<file path="config.mk">
export PLATFORM = sky130hd
export DESIGN_NAME = segpage_xlat
export DESIGN_NICKNAME = d
export VERILOG_FILES = /design/src/rtl/segpage_xlat_pkg.sv /design/src/rtl/sp_seg_table.sv /design/src/rtl/sp_addr_calc.sv /design/src/rtl/sp_walk_ctrl.sv /design/src/rtl/segpage_xlat.sv
export SDC_FILE = /design/constraint.sdc
export NUM_CORES = 1
export LEC_CHECK = 0
export BUFFER_PORTS_ARGS = -buffer_cell sky130_fd_sc_hd__buf_2
export CAP_MARGIN = 10
export CORE_UTILIZATION = 50
export CTS_CLUSTER_SIZE = 40
export DETAILED_ROUTE_END_ITERATION = 8
export PLACE_DENSITY_LB_ADDON = 0.25
export SYNTH_ARGS = -nofsm -noshare
export SYNTH_HDL_FRONTEND = slang
export SYNTH_HIERARCHICAL = 1
export SYNTH_SLANG_ARGS = --single-unit
</file>
<file path="constraint.sdc">
create_clock -name clk -period 4 [get_ports clk]
set_input_delay 0.4 -clock clk [delete_from_list [all_inputs] [get_ports clk]]
set_output_delay 0.4 -clock clk [all_outputs]
set_load 0.1 [all_outputs]
</file>
<file path="src/rtl/segpage_xlat_pkg.sv">
`timescale 1ns/1ps
package segpage_xlat_pkg;
   typedef enum logic [1:0] {
      CAUSE_NONE   = 2'd0,
      CAUSE_SEG    = 2'd1,
      CAUSE_BOUNDS = 2'd2,
      CAUSE_PAGE   = 2'd3
   } xlat_cause_e;

   typedef enum logic [2:0] {
      ST_IDLE     = 3'd0,
      ST_SEG      = 3'd1,
      ST_PT_REQ   = 3'd2,
      ST_PT_WAIT  = 3'd3,
      ST_DONE     = 3'd4,
      ST_FAULT    = 3'd5
   } xlat_state_e;
endpackage

</file>
<file path="src/rtl/sp_seg_table.sv">
`timescale 1ns/1ps
module sp_seg_table #(
   parameter int SEG_W  = 2,
   parameter int PAGE_W = 6,
   parameter int BASE_W = 16
) (
   input  logic              clk,
   input  logic              rst_n,
   input  logic              wr_en,
   input  logic [SEG_W-1:0]  wr_idx,
   input  logic [BASE_W-1:0] wr_base,
   input  logic [PAGE_W-1:0] wr_limit,
   input  logic              wr_valid,
   input  logic [SEG_W-1:0]  rd_idx,
   output logic [BASE_W-1:0] rd_base,
   output logic [PAGE_W-1:0] rd_limit,
   output logic              rd_valid
);
   localparam int N_SEG = 1 << SEG_W;

   logic [BASE_W-1:0] base_q  [N_SEG];
   logic [PAGE_W-1:0] limit_q [N_SEG];
   logic [N_SEG-1:0]  valid_q;

   for (genvar g = 0; g < N_SEG; g++) begin : g_entry
      always_ff @(posedge clk) begin
         if (!rst_n) begin
            base_q[g]  <= '0;
            limit_q[g] <= '0;
            valid_q[g] <= 1'b0;
         end else if (wr_en && (wr_idx == SEG_W'(g))) begin
            base_q[g]  <= wr_base;
            limit_q[g] <= wr_limit;
            valid_q[g] <= wr_valid;
         end
      end
   end

   assign rd_base  = base_q[rd_idx];
   assign rd_limit = limit_q[rd_idx];
   assign rd_valid = valid_q[rd_idx];

   // a write lands in the addressed entry by the next cycle
   a_r12_write_lands: assert property (@(posedge clk) disable iff (!rst_n)
      (wr_en && rd_idx == wr_idx) |=> (rd_idx != $past(wr_idx)) ||
         (rd_valid == $past(wr_valid) && rd_base == $past(wr_base)));
endmodule

</file>
<file path="src/rtl/sp_addr_calc.sv">
`timescale 1ns/1ps
module sp_addr_calc #(
   parameter int PAGE_W      = 6,
   parameter int DISP_W      = 8,
   parameter int BASE_W      = 16,
   parameter int PPN_W       = 15,
   parameter int PTE_BYTES   = 2,
   parameter int FRAME_SHIFT = 4
) (
   input  logic [BASE_W-1:0]       pt_base,
   input  logic [PAGE_W-1:0]       vpage,
   input  logic [DISP_W-1:0]       disp,
   input  logic [PPN_W-1:0]        ppn,
   input  logic                    add_mode,
   output logic [BASE_W-1:0]       pte_addr,
   output logic [PPN_W+DISP_W-1:0] paddr
);
   localparam int PA_W = PPN_W + DISP_W;
   localparam bit PTE_POW2 = (PTE_BYTES & (PTE_BYTES - 1)) == 0;

   logic [BASE_W-1:0] page_off;

   if (PTE_POW2) begin : g_shift
      localparam int SH = $clog2(PTE_BYTES);
      assign page_off = BASE_W'(vpage) << SH;
   end else begin : g_mult
      assign page_off = BASE_W'(vpage) * BASE_W'(PTE_BYTES);
   end

   assign pte_addr = pt_base + page_off;

   logic [PA_W-1:0] pa_cat;
   logic [PA_W-1:0] pa_add;
   assign pa_cat = {ppn, disp};
   assign pa_add = (PA_W'(ppn) << FRAME_SHIFT) + PA_W'(disp);
   assign paddr  = add_mode ? pa_add : pa_cat;
endmodule

</file>
<file path="src/rtl/sp_walk_ctrl.sv">
`timescale 1ns/1ps
module sp_walk_ctrl
   import segpage_xlat_pkg::*;
#(
   parameter int SEG_W  = 2,
   parameter int PAGE_W = 6,
   parameter int DISP_W = 8,
   parameter int MEM_AW = 16,
   parameter int MEM_DW = 16
) (
   input  logic                           clk,
   input  logic                           rst_n,
   input  logic                           req_valid,
   input  logic [SEG_W+PAGE_W+DISP_W-1:0] req_vaddr,
   input  logic                           req_mode,
   input  logic                           seg_valid,
   input  logic [PAGE_W-1:0]              seg_limit,
   input  logic [MEM_AW-1:0]              pte_addr,
   input  logic                           mem_ack,
   input  logic [MEM_DW-1:0]              mem_rdata,
   output logic                           ready,
   output logic [SEG_W+PAGE_W+DISP_W-1:0] cur_vaddr,
   output logic                           cur_mode,
   output logic                           mem_req,
   output logic [MEM_AW-1:0]              mem_addr,
   output logic [MEM_DW-2:0]              ppn,
   output logic                           done,
   output logic                           fault,
   output logic [1:0]                     fault_cause,
   output logic [SEG_W+PAGE_W+DISP_W-1:0] fault_vaddr
);
   localparam int VA_W = SEG_W + PAGE_W + DISP_W;

   xlat_state_e       state_q;
   xlat_cause_e       cause_q;
   logic [PAGE_W-1:0] vpage;

   assign vpage = cur_vaddr[DISP_W +: PAGE_W];

   always_ff @(posedge clk) begin
      if (!rst_n) begin
         state_q     <= ST_IDLE;
         cause_q     <= CAUSE_NONE;
         cur_vaddr   <= '0;
         cur_mode    <= 1'b0;
         mem_addr    <= '0;
         ppn         <= '0;
         fault_vaddr <= '0;
      end else begin
         unique case (state_q)
            ST_IDLE: if (req_valid) begin
               cur_vaddr <= req_vaddr;
               cur_mode  <= req_mode;
               state_q   <= ST_SEG;
            end
            ST_SEG: begin
               if (!seg_valid) begin
                  cause_q     <= CAUSE_SEG;
                  fault_vaddr <= cur_vaddr;
                  state_q     <= ST_FAULT;
               end else if (vpage > seg_limit) begin
                  cause_q     <= CAUSE_BOUNDS;
                  fault_vaddr <= cur_vaddr;
                  state_q     <= ST_FAULT;
               end else begin
                  mem_addr <= pte_addr;
                  state_q  <= ST_PT_REQ;
               end
            end
            ST_PT_REQ, ST_PT_WAIT: begin
               if (mem_ack) begin
                  if (!mem_rdata[MEM_DW-1]) begin
                     cause_q     <= CAUSE_PAGE;
                     fault_vaddr <= cur_vaddr;
                     state_q     <= ST_FAULT;
                  end else begin
                     ppn     <= mem_rdata[MEM_DW-2:0];
                     state_q <= ST_DONE;
                  end
               end else begin
                  state_q <= ST_PT_WAIT;
               end
            end
            ST_DONE:  state_q <= ST_IDLE;
            ST_FAULT: state_q <= ST_IDLE;
            default:  state_q <= ST_IDLE;
         endcase
      end
   end

   assign ready       = (state_q == ST_IDLE);
   assign mem_req     = (state_q == ST_PT_REQ) || (state_q == ST_PT_WAIT);
   assign done        = (state_q == ST_DONE);
   assign fault       = (state_q == ST_FAULT);
   assign fault_cause = cause_q;

   // request and address held until acknowledged
   a_r4_req_held: assert property (@(posedge clk) disable iff (!rst_n)
      (mem_req && !mem_ack) |=> (mem_req && $stable(mem_addr)));
   // a segment or bounds failure never reaches the memory port
   a_r8_no_read_on_check_fail: assert property (@(posedge clk) disable iff (!rst_n)
      (state_q == ST_SEG && (!seg_valid || vpage > seg_limit)) |=> (fault && !mem_req));
   // latched fault address moves only together with a fault pulse
   a_r10_fault_vaddr_held: assert property (@(posedge clk) disable iff (!rst_n)
      !fault |=> (fault || $stable(fault_vaddr)));
   // an accepted request makes the block busy
   a_r11_busy_after_accept: assert property (@(posedge clk) disable iff (!rst_n)
      (ready && req_valid) |=> !ready);
   // single-cycle completion pulses, never both
   a_r13_done_pulse: assert property (@(posedge clk) disable iff (!rst_n)
      done |=> !done);
   a_r13_fault_pulse: assert property (@(posedge clk) disable iff (!rst_n)
      fault |=> !fault);
   a_r13_exclusive: assert property (@(posedge clk) disable iff (!rst_n)
      $onehot0({done, fault, mem_req, ready}));
   // done follows a sampled acknowledge by one cycle
   a_r13_done_after_ack: assert property (@(posedge clk) disable iff (!rst_n)
      (mem_req && mem_ack && mem_rdata[MEM_DW-1]) |=> done);

   logic unused_w;
   assign unused_w = ^{VA_W};
endmodule

</file>
<file path="src/rtl/segpage_xlat.sv">
`timescale 1ns/1ps
module segpage_xlat #(
   parameter int SEG_W       = 2,
   parameter int PAGE_W      = 6,
   parameter int DISP_W      = 8,
   parameter int MEM_AW      = 16,
   parameter int MEM_DW      = 16,
   parameter int PTE_BYTES   = 2,
   parameter int FRAME_SHIFT = 4
) (
   input  logic                           clk,
   input  logic                           rst_n,
   input  logic                           tbl_wr_en,
   input  logic [SEG_W-1:0]               tbl_wr_idx,
   input  logic [MEM_AW-1:0]              tbl_wr_base,
   input  logic [PAGE_W-1:0]              tbl_wr_limit,
   input  logic                           tbl_wr_valid,
   input  logic                           req_valid,
   input  logic [SEG_W+PAGE_W+DISP_W-1:0] req_vaddr,
   input  logic                           req_mode,
   output logic                           ready,
   output logic                           mem_req,
   output logic [MEM_AW-1:0]              mem_addr,
   input  logic                           mem_ack,
   input  logic [MEM_DW-1:0]              mem_rdata,
   output logic                           done,
   output logic [MEM_DW-1+DISP_W-1:0]     paddr,
   output logic                           fault,
   output logic [1:0]                     fault_cause,
   output logic [SEG_W+PAGE_W+DISP_W-1:0] fault_vaddr
);
   localparam int VA_W  = SEG_W + PAGE_W + DISP_W;
   localparam int PPN_W = MEM_DW - 1;

   if (SEG_W < 1 || PAGE_W < 1 || DISP_W < 1) begin : g_bad_fields
      $error("segpage_xlat: every address field needs at least one bit");
   end
   if (PTE_BYTES < 1) begin : g_bad_pte
      $error("segpage_xlat: PTE_BYTES must be positive");
   end
   if (FRAME_SHIFT > DISP_W) begin : g_bad_shift
      $error("segpage_xlat: FRAME_SHIFT may not exceed DISP_W");
   end
   if (MEM_DW < 2) begin : g_bad_dw
      $error("segpage_xlat: MEM_DW must hold a valid bit and a page number");
   end

   logic [VA_W-1:0]   cur_vaddr;
   logic              cur_mode;
   logic [MEM_AW-1:0] seg_base;
   logic [PAGE_W-1:0] seg_limit;
   logic              seg_valid;
   logic [MEM_AW-1:0] pte_addr;
   logic [PPN_W-1:0]  ppn;

   sp_seg_table #(
      .SEG_W (SEG_W),
      .PAGE_W(PAGE_W),
      .BASE_W(MEM_AW)
   ) i_table (
      .clk     (clk),
      .rst_n   (rst_n),
      .wr_en   (tbl_wr_en),
      .wr_idx  (tbl_wr_idx),
      .wr_base (tbl_wr_base),
      .wr_limit(tbl_wr_limit),
      .wr_valid(tbl_wr_valid),
      .rd_idx  (cur_vaddr[VA_W-1 -: SEG_W]),
      .rd_base (seg_base),
      .rd_limit(seg_limit),
      .rd_valid(seg_valid)
   );

   sp_addr_calc #(
      .PAGE_W     (PAGE_W),
      .DISP_W     (DISP_W),
      .BASE_W     (MEM_AW),
      .PPN_W      (PPN_W),
      .PTE_BYTES  (PTE_BYTES),
      .FRAME_SHIFT(FRAME_SHIFT)
   ) i_calc (
      .pt_base (seg_base),
      .vpage   (cur_vaddr[DISP_W +: PAGE_W]),
      .disp    (cur_vaddr[DISP_W-1:0]),
      .ppn     (ppn),
      .add_mode(cur_mode),
      .pte_addr(pte_addr),
      .paddr   (paddr)
   );

   sp_walk_ctrl #(
      .SEG_W (SEG_W),
      .PAGE_W(PAGE_W),
      .DISP_W(DISP_W),
      .MEM_AW(MEM_AW),
      .MEM_DW(MEM_DW)
   ) i_ctrl (
      .clk        (clk),
      .rst_n      (rst_n),
      .req_valid  (req_valid),
      .req_vaddr  (req_vaddr),
      .req_mode   (req_mode),
      .seg_valid  (seg_valid),
      .seg_limit  (seg_limit),
      .pte_addr   (pte_addr),
      .mem_ack    (mem_ack),
      .mem_rdata  (mem_rdata),
      .ready      (ready),
      .cur_vaddr  (cur_vaddr),
      .cur_mode   (cur_mode),
      .mem_req    (mem_req),
      .mem_addr   (mem_addr),
      .ppn        (ppn),
      .done       (done),
      .fault      (fault),
      .fault_cause(fault_cause),
      .fault_vaddr(fault_vaddr)
   );
endmodule

</file>
==> results of run 1 <==
## metal layers
metal	part of all wire	wire (um)	global-route usage	vias up
li1	-	-	-	2861
met1	0.41	7520	0.281	2816
met2	0.50	9120	0.407	264
met3	0.071	1320	0.0484	40
met4	0.025	459	0.108	0
met5	0	0	0	-
## metrics by stage
stage               cells  hold slack, ps
CTS                  1084             203
floorplan             762             430
detailed placement   1052             443
global route         1084             223
finish               1084             218
global placement     1052             442
## kinds of logic (layout without fill, tap and decap cells)
kind of cell | Yosys count | in the layout | share of synthesized area
compound gates | 86 | 86 | 0.0807
xor+xnor | 18 | 18 | 0.0199
fa+ha+maj | 18 | 18 | 0.0303
buf+inv | 70 | 181 | 0.0467
flops | 161 | 161 | 0.518
mux | 62 | 62 | 0.116
simple gates | 347 | 347 | 0.188
## sequential cells by signal (all words and copies together) (netlist names)
register	count
i_ctrl/cur_vaddr	16
i_table/base_q	64
i_ctrl/fault_vaddr	16
i_ctrl/ppn	15
i_ctrl/state_q	3
i_ctrl/fault_cause	2
i_table/valid_q	4
i_ctrl/cur_mode	1
i_table/limit_q	24
i_ctrl/mem_addr	16
## worst paths after layout
path	cells past startpoint	slack, ps	endpoint
setup / recovery	7	590	paddr[16]
setup reg to reg	10	760	i_ctrl/mem_addr[7]$_SDFFE_PN0P_
hold / removal	3	220	i_ctrl/cur_vaddr[2]$_SDFFE_PN0P_
hold reg to reg	2	450	i_ctrl/mem_addr[3]$_SDFFE_PN0P_
## Yosys cell counts, drive strengths merged, types with 3 or more instances
master | instances | area share
nand4 | 4 | 0.0032
buf | 29 | 0.027
a21boi | 33 | 0.031
edfxtp | 88 | 0.33
nor3b | 6 | 0.0057
xnor2 | 16 | 0.018
mux2 | 3 | 0.0043
clkbuf | 23 | 0.011
nor3 | 8 | 0.0051
a31oi | 5 | 0.0039
mux4 | 23 | 0.067
nand2 | 159 | 0.075
inv | 18 | 0.0085
dfxtp | 73 | 0.18
ha | 16 | 0.025
nor2b | 5 | 0.0039
nor2 | 107 | 0.051
and3 | 7 | 0.0055
o211ai | 3 | 0.0035
a211oi | 6 | 0.0057
mux2i | 36 | 0.045
nand3 | 33 | 0.021
nand3b | 3 | 0.0028
o21ai | 6 | 0.0038
a21oi | 14 | 0.0093
nand2b | 4 | 0.0032
## critical path, delay by kind of cell (launching register included)
family	cells	cell delay, ps
AO/OA/AOI/OAI	2	790
XOR/XNOR	1	160
adder cells (fa/ha/maj)	2	680
buffers and inverters	1	450
flip-flops	1	340
AND/OR/NAND/NOR	1	150
## area by class of cell
type	instances	area share
tap	211	0.0288
clock inverter	14	0.0173
timing repair buffer	131	0.0740
inverter	18	0.00738
sequential	161	0.448
multi-input combinational	531	0.378
clock buffer	18	0.0469
## power groups by stage
stage | clock network [uW] | registers, uW | logic, uW
2_1_floorplan | 0 | 1960 | 433
3_3_place_gp | 0 | 1910 | 601
3_5_place_dp | 0 | 1920 | 615
4_1_cts | 1630 | 1880 | 618
5_1_grt | 1700 | 1890 | 661
6_report | 1600 | 1880 | 618
==> results.ini, run 1 <==
[worst_setup_path]
slowest_stage = a211oi_1
rr_startpoint = i_ctrl/cur_vaddr[14]$_SDFFE_PN0P_
worstSetupPathType = reg -> out
critPathMaxFanout = 5
startpoint = i_ctrl/ppn[0]$_SDFFE_PN0P_
max_stage_delay_ps = 610
end_kind = primary output
critical_path.cell_chain = ha_1 -> fa_1 -> a211oi_1 -> nor4_1 -> xnor2_1 -> a21oi_1 -> buf_2
cp.required_ps = 3600
critPathLaunchType = flop
cp.arrival_ps = 3010

[route]
ant_nets = 0
vias_per_cell = 5.52
vias = 5981
first_iter_violations = 391
drt_first_pass_iters = 6
wl_per_cell_um = 17.0
wl_um = 18400
drc = 0

[floorplanning]
num_rows = 45
io_pins = 124
coreArea_mm2 = 0.0153
start_util = 0.518
fp.dieW_um = 128
die_y_um = 128
die-area_mm2 = 0.0164

[layout]
final_util = 0.598
final_common_cell = nand2_1
multi_input_area_mm2 = 0.00346
design_area_mm2 = 0.00916
final.fill_count = 1317
antenna_cells = 0
drive_gt1_frac = 0.227
final_nets = 941
syn2layout_area_growth_pct = 15.5
seq_area_mm2 = 0.00410
final_cell_mix = nand2_1, buf_2, nor2_1, edfxtp_1, dfxtp_1

[timing]
fin_ws_ps = 587
final-hold-violation-count = 0
final_max_slew_viol_count = 0
min_period_ps = 3410
post-route-period-util = 0.853
slew_headroom = 0.215
rsz0062_at_grt = no
setup_tns_ps = 0
setup_viol = 0
fmax_mhz = 293
tightest_slew_ps = 1180
finalClockSkew_ps = 6.39

[yosys]
synth_flop_cell = edfxtp_1
synth_edf_count = 88
synth_warnings = 6
ys_seq_elements = 161
ys_types = 62
syn-cell-area_mm2 = 0.00793
synth-seq-area-share = 0.518
avgSynthCellArea_um2 = 10.4
synth_nets = 843
synth_cells = 762
synth_async_sr_flop_share = 0

[global_routing]
grt_pass1_wl_um = 29000
grt-ovfl-total = 0
grtUsageTotal = 0.235
grt_max_degree = 99
first_global_vias = 5911
antenna_found_initial = 0

[clock_tree]
post-cts-setup-buffers = 0
cts_tree = built
cts_max_level = 4
cts.repair.resized = 0
root_buffer = clkbuf_16
cts_buffers = 17
insertion_delay_ps = 430
clock_path_buffers = 2
hold_buffers = 0
clock_sinks = 161
clk_pin_slew_ps = 60

[placement]
pre_cts_slack_ps = 772
port_buffers = 123
hpwl_um = 12700
place_congestion = 0.884
dpl_cell_area_mm2 = 0.00857

[power]
ir_worst_vdd_uv = 322
clkPwrFrac = 0.391
switching_share = 0.279
internal_power_uw = 2960
p_leak_uw = 0.00355
power_frac_comb = 0.150
power_density_mw_per_mm2 = 448
p_sw_uw = 1150
p_total_uw = 4100
pwr-share-seq = 0.459

[worst_hold_path]
min_from = req_vaddr[2]
worstHoldPathType = in -> reg

[flow_run]
max_cap_violations = 0

[run_status]
status = completed

Note: power is estimated with default switching activity, not from simulation.
==> run 2: changes to the inputs <==
--- a/config.mk
+++ b/config.mk
@@ -5,6 +5,7 @@
 export SDC_FILE = /design/constraint.sdc
 export NUM_CORES = 1
 export LEC_CHECK = 0
+export ABC_AREA = 1
 export BUFFER_PORTS_ARGS = -buffer_cell sky130_fd_sc_hd__buf_2
 export CAP_MARGIN = 10
 export CORE_UTILIZATION = 50
==> constraint.sdc (replaced) <==
create_clock -name clk -period 4 [get_ports clk]
set_input_delay 0.4 -clock clk [delete_from_list [all_inputs] [get_ports clk]]
set_output_delay 0.4 -clock clk [all_outputs]
set_load 0.05 [all_outputs]
==> run 2 against run 1 <==
Against the previous run: cell area rose by 6.4%; global-route usage fell by 1.1 points; critical path depth rose by 6; die area rose by 8.9%; largest power group unchanged; sequential power rose by 6%; register-to-register slack improved by 240 ps; cell count rose by 35%; worst setup slack improved by 420 ps; critical path type is now reg -> reg; sequential share of layout area fell by 2.7 points; worst hold slack got worse by 22 ps; via count rose by 19%; clock power fell by 4%.
==> results.ini, run 2 <==
[yosys]
synth_nets = 1214  ; was 843
synth_flop_cell = edfxtp_1  ; unchanged
syn-cell-area_mm2 = 0.00864  ; was 0.00793 mm^2
synth_cells = 1133  ; was 762
synth_compound_area_frac = 0.0611  ; was 0.0807
synth_warnings = 6  ; unchanged
ys_top_cells_by_count = nand2_1, nor2_1, inv_1  ; was nand2_1, nor2_1, edfxtp_1
synthAdderAreaFrac = 0.0278  ; was 0.0303
synth_async_sr_flop_share = 0  ; unchanged
synth_top_cell_area_share = 0.306  ; was 0.333
post_synth_xor_area_fraction = 0.0111  ; was 0.0199
synthSimpleGateAreaFrac = 0.304  ; was 0.188
ys_seq_elements = 161  ; unchanged
yosysMostFrequentCell = nand2_1  ; unchanged
synth_edf_count = 88  ; unchanged
ys_types = 38  ; was 62
avgSynthCellArea_um2 = 7.63  ; was 10.4 um^2
ys_top_cells_by_area = edfxtp_1, dfxtp_1, nand2_1  ; unchanged
synth_top_family_by_area = simple AND/OR/NAND/NOR gates  ; unchanged
yosys.area.top_type = edfxtp_1  ; unchanged
synth.area.mux_share = 0  ; was 0.116
synth-seq-area-share = 0.475  ; was 0.518

[clock_tree]
root_buffer = clkbuf_16  ; unchanged
clock_sinks = 161  ; unchanged
cts_buffers = 17  ; unchanged
cts_tree = built  ; unchanged
insertion_delay_ps = 430  ; about the same
cts.repair.resized = 0  ; unchanged
clk_pin_slew_ps = 60  ; about the same
clock_path_buffers = 2  ; unchanged
hold_buffers = 0  ; unchanged
cts_max_level = 4  ; unchanged
post-cts-setup-buffers = 0  ; unchanged

[timing]
slew_headroom = 0.211  ; was 0.215
final_max_slew_viol_count = 0  ; unchanged
fmax_mhz = 334  ; was 293 MHz
final-hold-violation-count = 0  ; unchanged
setup_tns_ps = 0  ; unchanged
tightest_slew_ps = 1180  ; about the same
setup_viol = 0  ; unchanged
finalClockSkew_ps = 8.47  ; was 6.39 ps
min_period_ps = 3000  ; was 3410 ps
post-route-period-util = 0.749  ; was 0.853
rsz0062_at_grt = no  ; unchanged
fin_ws_ps = 1000  ; was 587 ps

[layout]
syn2layout_area_growth_pct = 12.8  ; was 15.5%
final_cells = 1458  ; was 1084
top_register = i_table/base_q  ; unchanged
final_cell_mix = nand2_1, nor2_1, inv_1, buf_2, edfxtp_1  ; was nand2_1, buf_2, nor2_1, edfxtp_1, dfxtp_1
drive_gt1_frac = 0.163  ; was 0.227
final_nets = 1306  ; was 941
final_common_cell = nand2_1  ; unchanged
largest_register_ffs = 64  ; unchanged
final_util = 0.584  ; was 0.598
reg_top3 = i_table/base_q: 64 flops, i_table/limit_q: 24 flops  ; unchanged

[floorplanning]
coreArea_mm2 = 0.0167  ; was 0.0153 mm^2
die_y_um = 133  ; was 128 um
num_rows = 47  ; was 45
start_util = 0.517  ; was 0.518
die-area_mm2 = 0.0178  ; was 0.0164 mm^2
fp.dieW_um = 133  ; was 128 um
io_pins = 124  ; unchanged

[route]
first_iter_violations = 429  ; was 391
ant_nets = 0  ; unchanged
drc = 0  ; unchanged
wl_um = 19100  ; was 18400 um
wl_per_cell_um = 13.1  ; was 17.0 um
vias_per_cell = 4.88  ; was 5.52
drt_first_pass_iters = 5  ; was 6
vias = 7119  ; was 5981

[power]
ir_worst_vdd_uv = 294  ; was 322 uV
switching_share = 0.336  ; was 0.279
p_sw_uw = 1610  ; was 1150 uW
pwr-share-seq = 0.419  ; was 0.459
p_leak_uw = 0.00468  ; was 0.00355 uW
clkPwrFrac = 0.321  ; was 0.391
power_density_mw_per_mm2 = 491  ; was 448 mW/mm^2
internal_power_uw = 3180  ; was 2960 uW
power_frac_comb = 0.261  ; was 0.150

[worst_setup_path]
critPathMaxFanout = 43  ; was 5
cp.required_ps = 4300  ; was 3600 ps
end_kind = flop  ; was primary output
cp.arrival_ps = 3300  ; was 3010 ps
critPathLaunchType = flop  ; unchanged
worstSetupPathType = reg -> reg  ; was reg -> out
startpoint = i_ctrl/cur_vaddr[14]$_SDFFE_PN0P_  ; was i_ctrl/ppn[0]$_SDFFE_PN0P_
rr_startpoint = i_ctrl/cur_vaddr[14]$_SDFFE_PN0P_  ; unchanged

[placement]
port_buffers = 123  ; unchanged
pre_cts_slack_ps = 1040  ; was 772 ps
hpwl_um = 13100  ; was 12700 um
place_congestion = 0.852  ; was 0.884
placed_cells = 1426  ; was 1052

[run_status]
status = completed  ; unchanged

[global_routing]
grt_pass1_wl_um = 31400  ; was 29000 um
grt_max_degree = 69  ; was 99
grtUsageTotal = 0.224  ; was 0.235
first_global_vias = 6526  ; was 5911
grt-ovfl-total = 0  ; unchanged
antenna_found_initial = 1  ; was 0

[worst_hold_path]
min_from = mem_rdata[8]  ; was req_vaddr[2]
worstHoldPathType = in -> reg  ; unchanged

[flow_run]
max_cap_violations = 0  ; unchanged

==> run 2: stage by stage <==
stage	hold WS (ps)	total power [uW]	area, um^2
after global placement	430	3270	9190
after floorplan	438	3040	8640
after detailed placement	436	3290	9190
final	196	4790	9750
after global routing	201	5060	9740
after CTS	178	4830	9740
==> run 2: path summary, 6_finish.rpt <==
path              cells after the start  slack, ps                          endpoint
setup / recovery                     13       1000  i_ctrl/mem_addr[15]$_SDFFE_PN0P_
hold / removal                        3        200        i_ctrl/ppn[8]$_SDFFE_PN0P_
setup reg to reg                     13       1000  i_ctrl/mem_addr[15]$_SDFFE_PN0P_
hold reg to reg                       2        440   i_ctrl/mem_addr[7]$_SDFFE_PN0P_
==> run 2: power groups by stage <==
stage / logic, uW / registers (uW) / clock network [uW]
finish: 1250 / 2000 / 1540
CTS: 1260 / 2010 / 1570
floorplan: 844 / 2190 / 0
global placement: 1230 / 2040 / 0
global route: 1400 / 2020 / 1640
detailed placement: 1250 / 2040 / 0
==> run 2: per-layer routing <==
| metal | share of wire | vias to the layer above | GRT usage | routed length, um |
|---|---|---|---|---|
| met5 | 0 | - | 0 | 0 |
| li1 | - | 3720 | - | - |
| met3 | 0.056 | 16 | 0.0544 | 1080 |
| met4 | 0.0073 | 0 | 0.0581 | 140 |
| met2 | 0.47 | 180 | 0.366 | 8970 |
| met1 | 0.47 | 3203 | 0.298 | 8960 |
==> run 2: kinds of logic after synthesis <==
group                      Yosys count
DFF                                161
AOI/OAI and AO/OA                  100
xor gates and xnor gates            11
buffers and inverters              233
adders and majority gates           18
and+or+nand+nor                    610
==> run 2: critical path, stage by stage, from the launching register on <==
cell	delay [ps]
dfxtp_2	740
or2_2	230
nand3_1	60
nand2_1	90
inv_1	40
ha_1	280
nand2_1	70
nor2_1	140
nand3_1	80
nand2_1	120
nand3_2	350
buf_4	370
o21ai_0	220
a21oi_1	60
==> run 2: layout make-up <==
cell class,instances,area [um^2]
fill,1553,6960
inverter,178,668
tap,220,275
clock buffer,19,433
antenna,1,2.50
timing repair buffer,128,653
multi-input combinational,739,3490
clock inverter,12,118
sequential,161,4110
